**config.mk**
```make
export PLATFORM = sky130hd
export DESIGN_NAME = pa_timer_input
export DESIGN_NICKNAME = d
export VERILOG_FILES = /design/src/rtl/pa_tmr_pkg.sv /design/src/rtl/pa_port_merge.sv /design/src/rtl/pa_event_counter.sv /design/src/rtl/pa_capture_chan.sv /design/src/rtl/pa_timer_input.sv
export SDC_FILE = /design/constraint.sdc
export NUM_CORES = 1
export LEC_CHECK = 0
export ABC_AREA = 1
export BUFFER_PORTS_ARGS = -buffer_cell sky130_fd_sc_hd__buf_4
export CAP_MARGIN = 10
export CORE_MARGIN = 3
export CORE_UTILIZATION = 49
export DETAILED_ROUTE_END_ITERATION = 8
export PLACE_DENSITY = 0.85
export SLEW_MARGIN = 20
export SYNTH_ARGS = -nofsm -noshare
export SYNTH_HDL_FRONTEND = slang
export SYNTH_SLANG_ARGS = --single-unit
```
**constraint.sdc**
```tcl
create_clock -name clk -period 1.3 [get_ports clk]
set_input_delay 0.26 -clock clk [delete_from_list [all_inputs] [get_ports clk]]
set_output_delay 0.26 -clock clk [all_outputs]
set_load 0.02 [all_outputs]
```
**src/rtl/pa_tmr_pkg.sv**
```systemverilog
package pa_tmr_pkg;

    typedef enum logic [1:0] {
        EDGE_OFF  = 2'd0,
        EDGE_RISE = 2'd1,
        EDGE_FALL = 2'd2,
        EDGE_ANY  = 2'd3
    } edge_sel_e;

    // Decide whether a changed bit matches the selected edge.
    function automatic logic edge_match(edge_sel_e sel, logic changed, logic now_val);
        logic hit;
        hit = 1'b0;
        unique case (sel)
            EDGE_OFF:  hit = 1'b0;
            EDGE_RISE: hit = changed & now_val;
            EDGE_FALL: hit = changed & ~now_val;
            EDGE_ANY:  hit = changed;
            default:   hit = 1'b0;
        endcase
        return hit;
    endfunction

endpackage

```
**src/rtl/pa_port_merge.sv**
```systemverilog
module pa_port_merge #(
    parameter int W       = 8,
    parameter int DIR_BIT = 7
) (
    input  logic         clk,
    input  logic         rst_n,
    input  logic         upd,
    input  logic [W-1:0] pin_val,
    input  logic         dir_out,
    output logic [W-1:0] port_q,
    output logic [W-1:0] nxt_val,
    output logic [W-1:0] chg
);
    localparam logic [W-1:0] DIR_MASK = W'(1) << DIR_BIT;

    logic [W-1:0] in_mask;

    always_comb begin
        in_mask = dir_out ? ~DIR_MASK : '1;
        nxt_val = (pin_val & in_mask) | (port_q & ~in_mask);
        chg     = upd ? (nxt_val ^ port_q) : '0;
    end

    always_ff @(posedge clk or negedge rst_n) begin
        if (!rst_n)   port_q <= '0;
        else if (upd) port_q <= nxt_val;
    end

    AST_IDLE_HOLD: assert property (@(posedge clk) disable iff (!rst_n)
        !upd |=> $stable(port_q));
    AST_DIR_KEEP: assert property (@(posedge clk) disable iff (!rst_n)
        (upd && dir_out) |=> port_q[DIR_BIT] == $past(port_q[DIR_BIT]));

endmodule

```
**src/rtl/pa_event_counter.sv**
```systemverilog
module pa_event_counter #(
    parameter int CNT_W = 8
) (
    input  logic             clk,
    input  logic             rst_n,
    input  logic             chg_bit,
    input  logic             new_bit,
    input  logic             en,
    input  logic             gate_mode,
    input  logic             rise,
    input  logic             ovf_clr,
    output logic [CNT_W-1:0] cnt_q,
    output logic             ovf_q,
    output logic             wrap_q
);
    localparam logic [CNT_W-1:0] CNT_MAX = '1;

    logic inc, wrap;

    always_comb begin
        inc  = en & ~gate_mode & chg_bit & (rise ? new_bit : ~new_bit);
        wrap = inc & (cnt_q == CNT_MAX);
    end

    always_ff @(posedge clk or negedge rst_n) begin
        if (!rst_n) begin
            cnt_q  <= '0;
            ovf_q  <= 1'b0;
            wrap_q <= 1'b0;
        end else begin
            if (inc) cnt_q <= cnt_q + 1'b1;
            ovf_q  <= wrap | (ovf_q & ~ovf_clr);
            wrap_q <= wrap;
        end
    end

    AST_CNT_HOLD: assert property (@(posedge clk) disable iff (!rst_n)
        !(en && !gate_mode) |=> $stable(cnt_q));
    AST_WRAP_ZERO: assert property (@(posedge clk) disable iff (!rst_n)
        wrap_q |-> (cnt_q == '0 && ovf_q));

endmodule

```
**src/rtl/pa_capture_chan.sv**
```systemverilog
module pa_capture_chan
    import pa_tmr_pkg::*;
(
    input  logic      clk,
    input  logic      rst_n,
    input  logic      chg,
    input  logic      now_val,
    input  edge_sel_e sel,
    input  logic      clr,
    output logic      flag_q,
    output logic      hit_q
);
    logic hit;

    always_comb hit = edge_match(sel, chg, now_val);

    always_ff @(posedge clk or negedge rst_n) begin
        if (!rst_n) begin
            flag_q <= 1'b0;
            hit_q  <= 1'b0;
        end else begin
            flag_q <= hit | (flag_q & ~clr);
            hit_q  <= hit;
        end
    end

    AST_HIT_FLAG: assert property (@(posedge clk) disable iff (!rst_n)
        hit_q |-> flag_q);
    AST_OFF_QUIET: assert property (@(posedge clk) disable iff (!rst_n)
        (sel == EDGE_OFF) |=> !hit_q);
    AST_CLR_DROP: assert property (@(posedge clk) disable iff (!rst_n)
        (clr && !chg) |=> !flag_q);

endmodule

```
**src/rtl/pa_timer_input.sv**
```systemverilog
module pa_timer_input
    import pa_tmr_pkg::*;
#(
    parameter int W        = 8,
    parameter int CNT_W    = 8,
    parameter int N_CAP    = 3,
    parameter int CAP_TOP  = 3
) (
    input  logic             clk,
    input  logic             rst_n,
    input  logic             pin_upd,
    input  logic [W-1:0]     pin_val,
    input  logic             dir7_out,
    input  logic             cnt_en,
    input  logic             cnt_gate,
    input  logic             cnt_rise,
    input  logic [2*N_CAP-1:0] cap_sel,
    input  logic [N_CAP-1:0] cap_clr,
    input  logic             ovf_clr,
    output logic [W-1:0]     port_q,
    output logic [CNT_W-1:0] evt_cnt,
    output logic             ovf_flag,
    output logic [N_CAP-1:0] cap_flag,
    output logic [N_CAP-1:0] cap_hit,
    output logic             reeval
);
    localparam int GATE_BIT = W - 1;

    logic [W-1:0] nxt_val, chg;
    logic         wrap_q;

    pa_port_merge #(.W(W), .DIR_BIT(GATE_BIT)) u_merge (
        .clk(clk), .rst_n(rst_n), .upd(pin_upd), .pin_val(pin_val),
        .dir_out(dir7_out), .port_q(port_q), .nxt_val(nxt_val), .chg(chg)
    );

    pa_event_counter #(.CNT_W(CNT_W)) u_cnt (
        .clk(clk), .rst_n(rst_n), .chg_bit(chg[GATE_BIT]),
        .new_bit(nxt_val[GATE_BIT]), .en(cnt_en), .gate_mode(cnt_gate),
        .rise(cnt_rise), .ovf_clr(ovf_clr), .cnt_q(evt_cnt),
        .ovf_q(ovf_flag), .wrap_q(wrap_q)
    );

    for (genvar i = 0; i < N_CAP; i++) begin : g_cap
        localparam int PIN = CAP_TOP - i;
        pa_capture_chan u_chan (
            .clk(clk), .rst_n(rst_n), .chg(chg[PIN]), .now_val(nxt_val[PIN]),
            .sel(edge_sel_e'(cap_sel[2*i +: 2])), .clr(cap_clr[i]),
            .flag_q(cap_flag[i]), .hit_q(cap_hit[i])
        );
    end

    always_comb reeval = wrap_q | (|cap_hit);

    AST_REEVAL_CAUSE: assert property (@(posedge clk) disable iff (!rst_n)
        reeval |-> $past(pin_upd));
    AST_HIT_ONEPORT: assert property (@(posedge clk) disable iff (!rst_n)
        (|cap_hit) |-> port_q != $past(port_q));

endmodule

```
### Word-level counts from Yosys, hierarchy flattened

Cells that the tools add are included.
Widths: inputs -> output; s select.

| storage, ports and cells | value |
|---|---|
| bits in registers | 24 |
| latch bits | 0 |
| RAM bits | 0 |
| ROM bits | 0 |
| input bits | 25 |
| output and inout bits | 24 |
| word-level logic and storage cells | 64 |
| memories | 0 |

| operators by class | value |
|---|---|
| $add $sub $neg | 1 |
| $mul | 0 |
| div/mod/pow operators | 0 |
| magnitude comparators | 0 |
| eq/ne operators | 10 |
| shifts and indexed selects | 0 |
| mux-type cells | 6 |
| bitwise logic cells | 33 |
| reduce and logical (&&, ||, !) cells | 4 |

Operator list:

| operator | number |
|---|---|
| $and 8x8->8 | 2 |
| $mux 8 | 2 |
| $and 1x1->1 | 14 |
| $eq 2x2->1 const B | 6 |
| $pmux 1 s4 | 3 |
| $not 1->1 | 9 |
| $add 8x1->8 const B | 1 |
| $eq 8x8->1 const B | 1 |
| $not 8->8 | 1 |
| $or 8x8->8 | 1 |
| $xor 8x8->8 | 1 |
| $eq 2x1->1 const B | 3 |
| $logic_not 2->1 | 3 |
| $or 1x1->1 | 5 |
| $reduce_or 3->1 | 1 |
| $mux 1 | 1 |

### Logic depth before layout (Yosys ltp)

Gate-level depths: netlist (run 1).

| depth | value |
|---|---|
| depth after elaboration | 10 |
| gate-level depth with buffers | 8 |
| depth with buffers taken out | 8 |

### Modules after synthesis

Synthesis (run 1) repeated with hierarchy kept, for this count alone.

| second synthesis, totals | value |
|---|---|
| cells, all modules | 200 |
| area, all modules | 1527.7 um2 |

Modules (own cells, without submodules):

| module | times used | cells each | area an instance (um2) | sequential area each (um2) |
|---|---|---|---|---|
| pa_event_counter | 1 | 69 | 539.3 | 250.2 |
| pa_port_merge | 1 | 65 | 508.0 | 200.2 |
| pa_capture_chan | 3 | 21 | 156.4 | 50.0 |
| pa_timer_input | 1 | 3 | 11.3 | 0.0 |

### Worst setup path after synthesis (run 1)

Ideal clock, no wire load.

| path | value |
|---|---|
| kind | register to output |
| from | reg g_cap[1].u_chan.hit_q |
| to | out reeval |
| data arrival time | 0.982 ns |
| required time | 1.040 ns |
| slack | 0.058 ns |
| stages on the path, launching flop included | 2 |
| cell sequence | dfrtp_1 or4_1 |

| on the way | value |
|---|---|
| cells in the longest elaborated chain, start to end | 2 |

Ends and longest elaborated chain:

| element | line | text |
|---|---|---|
| from (decl) | pa_capture_chan.sv:11 | `output logic hit_q` |
| from (signal assigned) | pa_capture_chan.sv:23 | `hit_q <= hit;` |
| $reduce_or 3->1 | pa_timer_input.sv:53 | `always_comb reeval = wrap_q \| (\|cap_hit);` |
| $or 1x1->1 | pa_timer_input.sv:53 |  |
| to (decl) | pa_timer_input.sv:25 | `output logic reeval` |

No other way between the ends.

### Worst setup path in the final report (run 1)

| path | value |
|---|---|
| from | reg u_cnt.wrap_q |
| to | out reeval |

| on the way | value |
|---|---|
| cells in the longest elaborated chain, start to end | 1 |

Ends and longest elaborated chain:

| element | line | text |
|---|---|---|
| from (decl) | pa_event_counter.sv:14 | `output logic wrap_q` |
| from (signal assigned) | pa_event_counter.sv:33 | `wrap_q <= wrap;` |
| $or 1x1->1 | pa_timer_input.sv:53 |  |

No other way between the ends.

==> flow_summary.yaml, run 1 <==
run_status:
  status: "complete, but fails checks"
  violations: "setup timing"
power_and_ir_drop:
  p_per_area_nw_per_um2: 1040
  leakagePower_nw: 1.11
  ir_worst_vdd_mv: 0.826
job:
  drv_cap: 0
route:
  vias: 1297
  via_per_inst: 4.86
  routed_wl_mm: 2.88
  drtIter0Drc: 64
  wl_per_cell_um: 10.8
  drc: 0
  firstDrtPassIters: 4
  ant_nets: 0
synthesis:
  synth_cells: 188
  seq_area_frac_synth_pct: 42.6
  syn_nets: 223
  ys_top_cells_by_area: "dfrtp_1, nand2_1, ha_1, inv_1, o21ai_0"
  yosysWarnings: 0
  yosys.cell_types.count: 20
  avgSynthCellArea_um2: 7.51
  synth_area_um2: 1410
  yosys.area.top_type: "dfrtp_1"
  ys_ff_latch: 24
  yosysTopAreaCellShare_pct: 42.6
clock_network:
  worstSkewPairLatency_ps: 310
  clk_pin_slew_ps: 140
  numCtsBuffers: 3
  cts_root_buf: "clkbuf_4"
  cts-htree-levels: 1
  cts.sinks: 24
  clockBufferDepth: 2
  cts_tree: "yes"
timing:
  finalHoldViolCount: 0
  rsz0062_at_grt: "yes"
  fmax_mhz: 605
  fin_skew_ps: 6.56
  setup_viol: 1
  slew_headroom_pct: 79.7
  worstMarginPinSlew_ps: 304
  fin_crit_sh_pct: 127
  fin_crit_ps: 1650
  setup_ws_ps: -353
  drv_slew: 0
worst_setup_path:
  cp.required_ps: 1040
  path_buf_inv: 1
  worstReg2RegStart: "u_merge.port_q[7]$_DFFE_PN0P_"
  arrival_ps: 1390
  r2r_slack_ps: 80
  path_max_fanout: 1
  r2r-end: "u_cnt.cnt_q[2]$_DFFE_PN0P_"
  r2r_cells: 6
  max_stage_delay_ps: 530
  critPathKind: "flop to output port"
  crit_family: "simple AND/OR/NAND/NOR gates"
  slowest_stage: "or4_4"
  startpoint_type: "flop"
  endpoint_kind: "output port"
  cp_cell_sequence: "or4_4 -> buf_6"
floorplanning:
  dieArea_um2: 3560
  fp-row-count: 18
  die_w_um: 59.7
  initial_core_util_pct: 54.0
  fp.coreArea_um2: 2610
  pin_count: 49
  die_h_um: 59.7
global_routing:
  grt_max_degree: 25
  grt-ovfl-total: 0
  grtUsageTotal_pct: 16.8
  grt_pass1_wl_mm: 4.61
  antenna_found_initial: 0
  grt_pass1_vias: 1122
layout:
  final.fill_count: 216
  syn_to_final_growth_pct: 32.1
  n_antenna_cell: 0
  final_cell_count_no_fill: 267
  fin_area_um2: 1860
  fin_nets: 273
  drive_gt1_share_pct: 27.0
worst_hold_path:
  hold_depth: 2
  min_to: "g_cap[0].u_chan.flag_q$_DFF_PN0_"
  worstHoldStart: "cap_clr[0]"
  holdCritPathClass: "input port to flop"
placed_design:
  post_dp_cell_area_um2: 1760
  place_congestion: 0.797
  dpl.hpwl_mm: 2.15
  placed_cells_incl_taps: 259
  place.port_buffers: 48
-- metrics by stage --
stage / worst slack (ps) / TNS, ps / util (%) / hold slack [ps] / power, mW
after floorplan: 58.0 / 0 / - / -35.6 / 1.17
after global placement: 21.6 / 0 / 67.2 / 176 / 1.38
after detailed placement: -33.7 / -33.7 / 67.2 / 175 / 1.39
after CTS: -368 / -368 / 69.9 / 92.6 / 1.94
after global routing: -396 / -396 / 71.4 / 94.4 / 2.05
final: -353 / -353 / 71.4 / 103 / 1.94
-- where the power goes --
group / switching, mW / internal [mW]
Clock: 0.227 / 0.312
Combinational: 0.282 / 0.232
Sequential: 0.0675 / 0.817
Total: 0.576 / 1.36
-- worst reg2reg max path, stage by stage (launching register included) --
cell and delay (ps):
dfrtp_1 440, o21ai_1 90, nand2_1 100, nor2_4 170, nand2_4 110, buf_4 150, o21ai_2 90
-- layout make-up --
class                   instances  area [µm²]  area share [%]
clock buffers                   3        22.5            1.21
clock inverters                 1        30.0            1.61
inverters                      34         130            6.98
multi-input cells             123         646            34.6
flip-flops and latches         24         602            32.3
well taps                      30        37.5            2.01
repair buffers                 52         397            21.3
-- state kept, by name, indices dropped and copies added, names as in the netlist --
register and flops:
g_cap.u_chan.flag_q 3, u_merge.port_q 8, g_cap.u_chan.hit_q 3, u_cnt.wrap_q 1
u_cnt.cnt_q 8, u_cnt.ovf_q 1
-- routing by layer --
metal  global-route usage [%]  part of all wire (%)
met5                        0                     0
met4                     6.33                   1.0
met3                     2.59                   6.7
met2                     27.5                    49
met1                     22.5                    43
-- worst max path at each step --
stage | start | to | slack [ps] | depth (start not counted)
after CTS | u_cnt.wrap_q$_DFF_PN0_ | reeval | -370 | 2
after global placement | g_cap[1].u_chan.hit_q$_DFF_PN0_ | reeval | 20 | 2
after global routing | u_cnt.wrap_q$_DFF_PN0_ | reeval | -400 | 2
after floorplan | g_cap[1].u_chan.hit_q$_DFF_PN0_ | reeval | 60 | 1
after detailed placement | g_cap[1].u_chan.hit_q$_DFF_PN0_ | reeval | -30 | 2
final | u_cnt.wrap_q$_DFF_PN0_ | reeval | -350 | 2
-- cells in the final DEF (no fill, tap or decap) --
master,n
nand2_4,1
xnor2_1,2
or4_4,1
dlygate4sd3_1,1
bufinv_16,1
dfrtp_1,23
nor2_1,7
xor2_1,2
o21ai_2,2
nand3_1,8
nor2_4,1
dfrtp_2,1
ha_1,10
nand2_1,68
buf_4,50
buf_6,1
nand2_2,2
inv_1,33
o21ai_1,1
o21ai_0,10
inv_4,1
nand4_1,4
clkbuf_4,3
a21oi_1,1
nor3_1,3
-- logic make-up after synthesis --
| group | synth area share (%) |
|---|---|
| adder cells (fa/ha/maj) | 8.87 |
| flip-flops | 42.6 |
| AO/OA/AOI/OAI | 5.50 |
| XOR/XNOR | 2.48 |
| buffers and inverters | 13.3 |
| AND/OR/NAND/NOR | 27.3 |
-- Yosys cell counts --
cell / instances
nand2_1: 69
inv_1: 33
dfrtp_1: 24
o21ai_0: 11
ha_1: 10
nand3_1: 8
nor2_1: 7
buf_4: 6
nand4_1: 4
nor3_1: 3
o21ai_2: 2
xnor2_1: 2
xor2_1: 2
a21oi_1: 1
buf_6: 1
clkbuf_1: 1
inv_2: 1
nand2_2: 1
nor2_2: 1
or4_1: 1
-- what timing repair did --
item / in CTS / in global routing
endpoints found under the setup margin: 1 / 9
setup buffers: 0 / 2
cloned: 0 / 1
gates resized for setup: 2 / 6
hold endpoints to repair: 24 / 0
pin swaps: 1 / 3
hold buffers: 1 / 0
(Power assumes the default switching activity.)
==> inputs of run 2 (changes only) <==
--- a/config.mk
+++ b/config.mk
@@ -13,4 +13,5 @@
 export DETAILED_ROUTE_END_ITERATION = 8
 export PLACE_DENSITY = 0.85
+export SKIP_LAST_GASP = 1
 export SLEW_MARGIN = 20
 export SYNTH_ARGS = -nofsm -noshare
==> constraint.sdc (replaced) <==
create_clock -name clk -period 1.3 [get_ports clk]
set_input_delay 0 -clock clk [delete_from_list [all_inputs] [get_ports clk]]
set_output_delay 0 -clock clk [all_outputs]
set_load 0.02 [all_outputs]
==> run 2 against run 1 <==
Compared with the run above:
- the flow still finishes with violations (setup timing)
- clock power fell by 27%
- critical path depth did not move
- wire length rose by 15%
- non-clock buffer count rose by 17
- highest routed layer unchanged
- register-to-register slack hardly changed
==> flow_summary.yaml, run 2 (synthesis gave the netlist of run 1 again) <==
worst_setup_path:
  slowest_stage: "or4_4"
  worstReg2RegStart: "u_cnt.cnt_q[0]$_DFFE_PN0P_"
  crit_start: "g_cap[0].u_chan.hit_q$_DFF_PN0_"
  critPathKind: "flop to output port"
  r2r_slack_ps: 90
  path_max_fanout: 2
  arrival_ps: 1390
  endpoint: "reeval"
  endpoint_kind: "output port"
  max_stage_delay_ps: 520
  startpoint_type: "flop"
  cp.required_ps: 1300
  cp_cell_sequence: "or4_4 -> buf_6"
  r2r_cells: 5
  r2r-end: "u_cnt.ovf_q$_DFF_PN0_"
timing:
  worstMarginPinSlew_ps: 302
  finalHoldViolCount: 0
  setup-tns-final_ps: -86.5
  setup_viol: 1
  slew_headroom_pct: 79.9
  drv_slew: 0
  fin_skew_ps: 8.49
  fin_crit_ps: 1390
  rsz0062_at_grt: "yes"
  fin_crit_sh_pct: 107
  fmax_mhz: 721
  setup_ws_ps: -86.5
clock_network:
  cts_tree: "yes"
  cts_root_buf: "clkbuf_4"
  cts.sinks: 24
  clockBufferDepth: 2
  cts-htree-levels: 1
  worstSkewPairLatency_ps: 310
  numCtsBuffers: 3
  clk_pin_slew_ps: 140
global_routing:
  antenna_found_initial: 0
  grt_pass1_wl_mm: 5.31
  grt_pass1_vias: 1329
  grtUsageTotal_pct: 19.6
  grt-ovfl-total: 0
  grt_max_degree: 25
route:
  wl_per_cell_um: 11.7
  firstDrtPassIters: 4
  ant_nets: 0
  via_per_inst: 4.84
  routed_wl_mm: 3.33
  wl_met2_mm: 1.70
  vias: 1375
  top_layer_used: "met4"
  wl_met3_um: 198
  wl_met1_mm: 1.42
  drtIter0Drc: 40
  drc: 0
layout:
  final.fill_count: 193
  fin_nets: 290
  final_cell_count_no_fill: 284
  n_antenna_cell: 0
  final_common_cell: "nand2_1"
  layout_common_cells: "nand2_1, buf_4, inv_1"
  syn_to_final_growth_pct: 43.6
  top_regs: "u_cnt.cnt_q: 8 flops, u_merge.port_q: 8 flops"
  final_util_pct: 77.6
  drive_gt1_share_pct: 24.4
placed_design:
  placed_cells_incl_taps: 259
  place_congestion: 0.821
  place.port_buffers: 48
  dpl.hpwl_mm: 2.30
floorplanning:
  die_h_um: 59.7
  pin_count: 49
  fp-row-count: 18
  die_w_um: 59.7
  fp.coreArea_um2: 2610
  initial_core_util_pct: 54.0
  dieArea_um2: 3560
power_and_ir_drop:
  p_total_mw: 1.85
  p_per_area_nw_per_um2: 914
  ir_worst_vdd_mv: 0.695
  leakagePower_nw: 1.17
job:
  drv_cap: 0
worst_hold_path:
  holdCritPathClass: "input port to flop"
run_status:
  violations: "setup timing"
  status: "complete, but fails checks"
## run 2: changes by cell type in the layout (fill, tap and decap cells not counted), sizes merged
cell         change
dlygate4sd3     +19
buf              -2
bufinv           -1
clkbuf           +1
## run 2: area by class of cell
| type | count | area, µm² | share of cell area (%) |
|---|---|---|---|
| clock buffer | 4 | 36.3 | 1.79 |
| inverter | 34 | 130 | 6.42 |
| timing repair buffer | 69 | 576 | 28.4 |
| sequential | 24 | 602 | 29.7 |
| tap | 30 | 37.5 | 1.85 |
| multi-input combinational | 123 | 646 | 31.9 |
## run 2: worst max-delay path: cells and delay by family, from the launching register on
kind          cells  cell delay (ps)
simple gates      1              520
flops             1              420
buf+inv           1              140
## run 2: worst min path at each step
| stage | startpoint | endpoint | slack [ps] | cells past startpoint |
|---|---|---|---|---|
| final | dir7_out | u_merge.port_q[7]$_DFFE_PN0P_ | 30 | 4 |
| after CTS | dir7_out | u_merge.port_q[7]$_DFFE_PN0P_ | 20 | 4 |
| after detailed placement | rst_n | u_cnt.cnt_q[7]$_DFFE_PN0P_ | -80 | 1 |
| after floorplan | rst_n | g_cap[0].u_chan.flag_q$_DFF_PN0_ | -300 | 0 |
| after global placement | rst_n | u_cnt.cnt_q[7]$_DFFE_PN0P_ | -90 | 1 |
| after global routing | dir7_out | u_merge.port_q[7]$_DFFE_PN0P_ | 40 | 4 |
## run 2: per-stage QoR
step	setup slack (ps)	hold slack, ps	instance area [µm²]
after floorplan	91.7	-296	1410
after CTS	-92.8	24.8	2000
after detailed placement	55.6	-83.1	1760
after global routing	-134	37.0	2030
final	-86.5	26.3	2030
after global placement	109	-88.9	1760
## run 2: repair_timing
| item | 4_1_cts | 5_1_grt |
|---|---|---|
| setup buffers | 0 | 0 |
| hold buffers | 20 | 0 |
| resized for setup | 1 | 7 |
| hold endpoints to repair | 38 | 0 |
| cloned | 0 | 1 |
| pin swaps | 1 | 2 |
| setup endpoints to repair | 1 | 10 |
## run 2: report_power, final
part / internal, mW / switching [mW] / leakage (nW)
Combinational: 0.275 / 0.301 / 0.833
Clock: 0.171 / 0.224 / 0.0210
Sequential: 0.817 / 0.0644 / 0.313
Total: 1.26 / 0.590 / 1.17
## run 2: routing by layer
layer / GRT usage [%] / vias to the layer above
met5: 0 / -
met4: 6.65 / 0
met3: 3.02 / 2
met2: 36.0 / 37
met1: 23.0 / 635
li1: - / 701
==> inputs of run 3 (changes only) <==
- PLACE_DENSITY: 0.85 -> 0.87
==> run 3 against run 2 <==
Compared with the run above:
- the flow still finishes with violations (setup timing)
- clock-buffer cell count is 1 lower
- power is 3.2% lower
- utilization is 1.7 points higher
- sequential cell count stayed put
- register-to-register slack worse by 30 ps
- via count is 1.4% lower
==> flow_summary.yaml, run 3 (synthesis gave the netlist of run 1 again) <==
run_status:
  status: "complete, but fails checks"
  violations: "setup timing"
clock_network:
  worstSkewPairLatency_ps: 300
  clockBufferDepth: 2
  numCtsBuffers: 3
  cts_root_buf: "clkbuf_4"
  cts_tree: "yes"
  cts.sinks: 24
  clk_pin_slew_ps: 120
  cts-htree-levels: 1
timing:
  finalHoldViolCount: 0
  fin_crit_sh_pct: 106
  fin_skew_ps: 0.954
  rsz0062_at_grt: "yes"
  drv_slew: 0
  worstMarginPinSlew_ps: 303
  fmax_mhz: 728
  setup_ws_ps: -74.2
  setup_viol: 1
  fin_crit_ps: 1370
  slew_headroom_pct: 79.8
  whs_ps: 60.9
route:
  firstDrtPassIters: 4
  routed_wl_mm: 3.37
  via_per_inst: 4.66
  drc: 0
  drtIter0Drc: 50
  vias: 1356
  ant_nets: 0
  wl_per_cell_um: 11.6
placed_design:
  pre_cts_ws_ps: 33.2
  dpl.hpwl_mm: 2.25
  post_dp_cell_area_um2: 1760
  place_congestion: 0.825
  place.port_buffers: 48
layout:
  final_common_cell: "nand2_1"
  fin_nets: 298
  final.fill_count: 194
  syn_to_final_growth_pct: 46.8
  top_regs: "u_cnt.cnt_q: 8 flops, u_merge.port_q: 8 flops"
  drive_gt1_share_pct: 26.4
  n_antenna_cell: 0
  fin_area_um2: 2070
  layout_common_cells: "nand2_1, buf_4, inv_1"
worst_setup_path:
  cp.required_ps: 1300
  path_max_fanout: 2
  arrival_ps: 1370
  endpoint_kind: "output port"
  r2r_cells: 3
  critPathKind: "flop to output port"
  startpoint_type: "flop"
global_routing:
  antenna_found_initial: 0
  grt-ovfl-total: 0
  grt_max_degree: 25
  grt_pass1_vias: 1272
  grtUsageTotal_pct: 20.1
  grt_pass1_wl_mm: 5.42
job:
  drv_cap: 0
worst_hold_path:
  hold_depth: 4
  holdCritPathClass: "input port to flop"
floorplanning:
  die_h_um: 59.7
  fp-row-count: 18
  die_w_um: 59.7
  dieArea_um2: 3560
  fp.coreArea_um2: 2610
  initial_core_util_pct: 54.0
  pin_count: 49
power_and_ir_drop:
  p_per_area_nw_per_um2: 865
  leakagePower_nw: 1.21
  ir_worst_vdd_mv: 0.712
run 3: critical path, cell delays in order (launching register included):
cell,delay (ps)
dfrtp_1,420
or4_4,510
buf_6,140
run 3: report_power, final:
group          switching (mW)  internal (mW)  leakage [nW]
clock network           0.206          0.108        0.0138
registers              0.0653          0.817         0.313
logic                   0.304          0.293         0.878
total                   0.575           1.22          1.21
run 3: layer usage:
metal,routed length [µm],GRT usage (%),up-vias
met5,0,0,-
met4,23,6.65,0
met3,163,3.46,2
met2,1680,35.8,33
met1,1500,24.1,607
li1,-,-,714
run 3: cell type report:
| cell class | instances | area (µm²) | share of cell area, % |
|---|---|---|---|
| Timing Repair Buffer | 78 | 643 | 31.0 |
| Multi-Input combinational cell | 122 | 639 | 30.9 |
| Sequential cell | 24 | 602 | 29.0 |
| Inverter | 34 | 128 | 6.16 |
| Tap cell | 30 | 37.5 | 1.81 |
| Clock buffer | 3 | 22.5 | 1.09 |
run 3: through the flow:
step / setup TNS (ps) / power, mW / instances / util, %
after detailed placement: 0 / 1.40 / 260 / 67.5
after floorplan: 0 / 1.17 / 188 / -
after CTS: -86.9 / 1.76 / 283 / 76.1
after global placement: 0 / 1.39 / 260 / 67.5
final: -74.2 / 1.79 / 291 / 79.3
after global routing: -133 / 1.91 / 291 / 79.3
run 3: path summary, 6_finish.rpt:
check	startpoint	to	slack [ps]
max reg2reg	u_merge.port_q[1]$_DFFE_PN0P_	u_merge.port_q[1]$_DFFE_PN0P_	60
max in group asynchronous	rst_n	u_cnt.cnt_q[0]$_DFFE_PN0P_	940
min reg2reg	u_merge.port_q[5]$_DFFE_PN0P_	u_merge.port_q[5]$_DFFE_PN0P_	500
min	dir7_out	u_merge.port_q[7]$_DFFE_PN0P_	60
min in group asynchronous	rst_n	u_cnt.cnt_q[7]$_DFFE_PN0P_	110
max	g_cap[0].u_chan.hit_q$_DFF_PN0_	reeval	-70
run 3: timing repair:
item                                   in CTS  in global routing
setup buffers                               0                  8
gates resized for setup                     0                  8
endpoints found under the hold margin      38                  0
setup endpoints to repair                   1                 11
pin swaps                                   0                  2
hold buffers                               20                  0
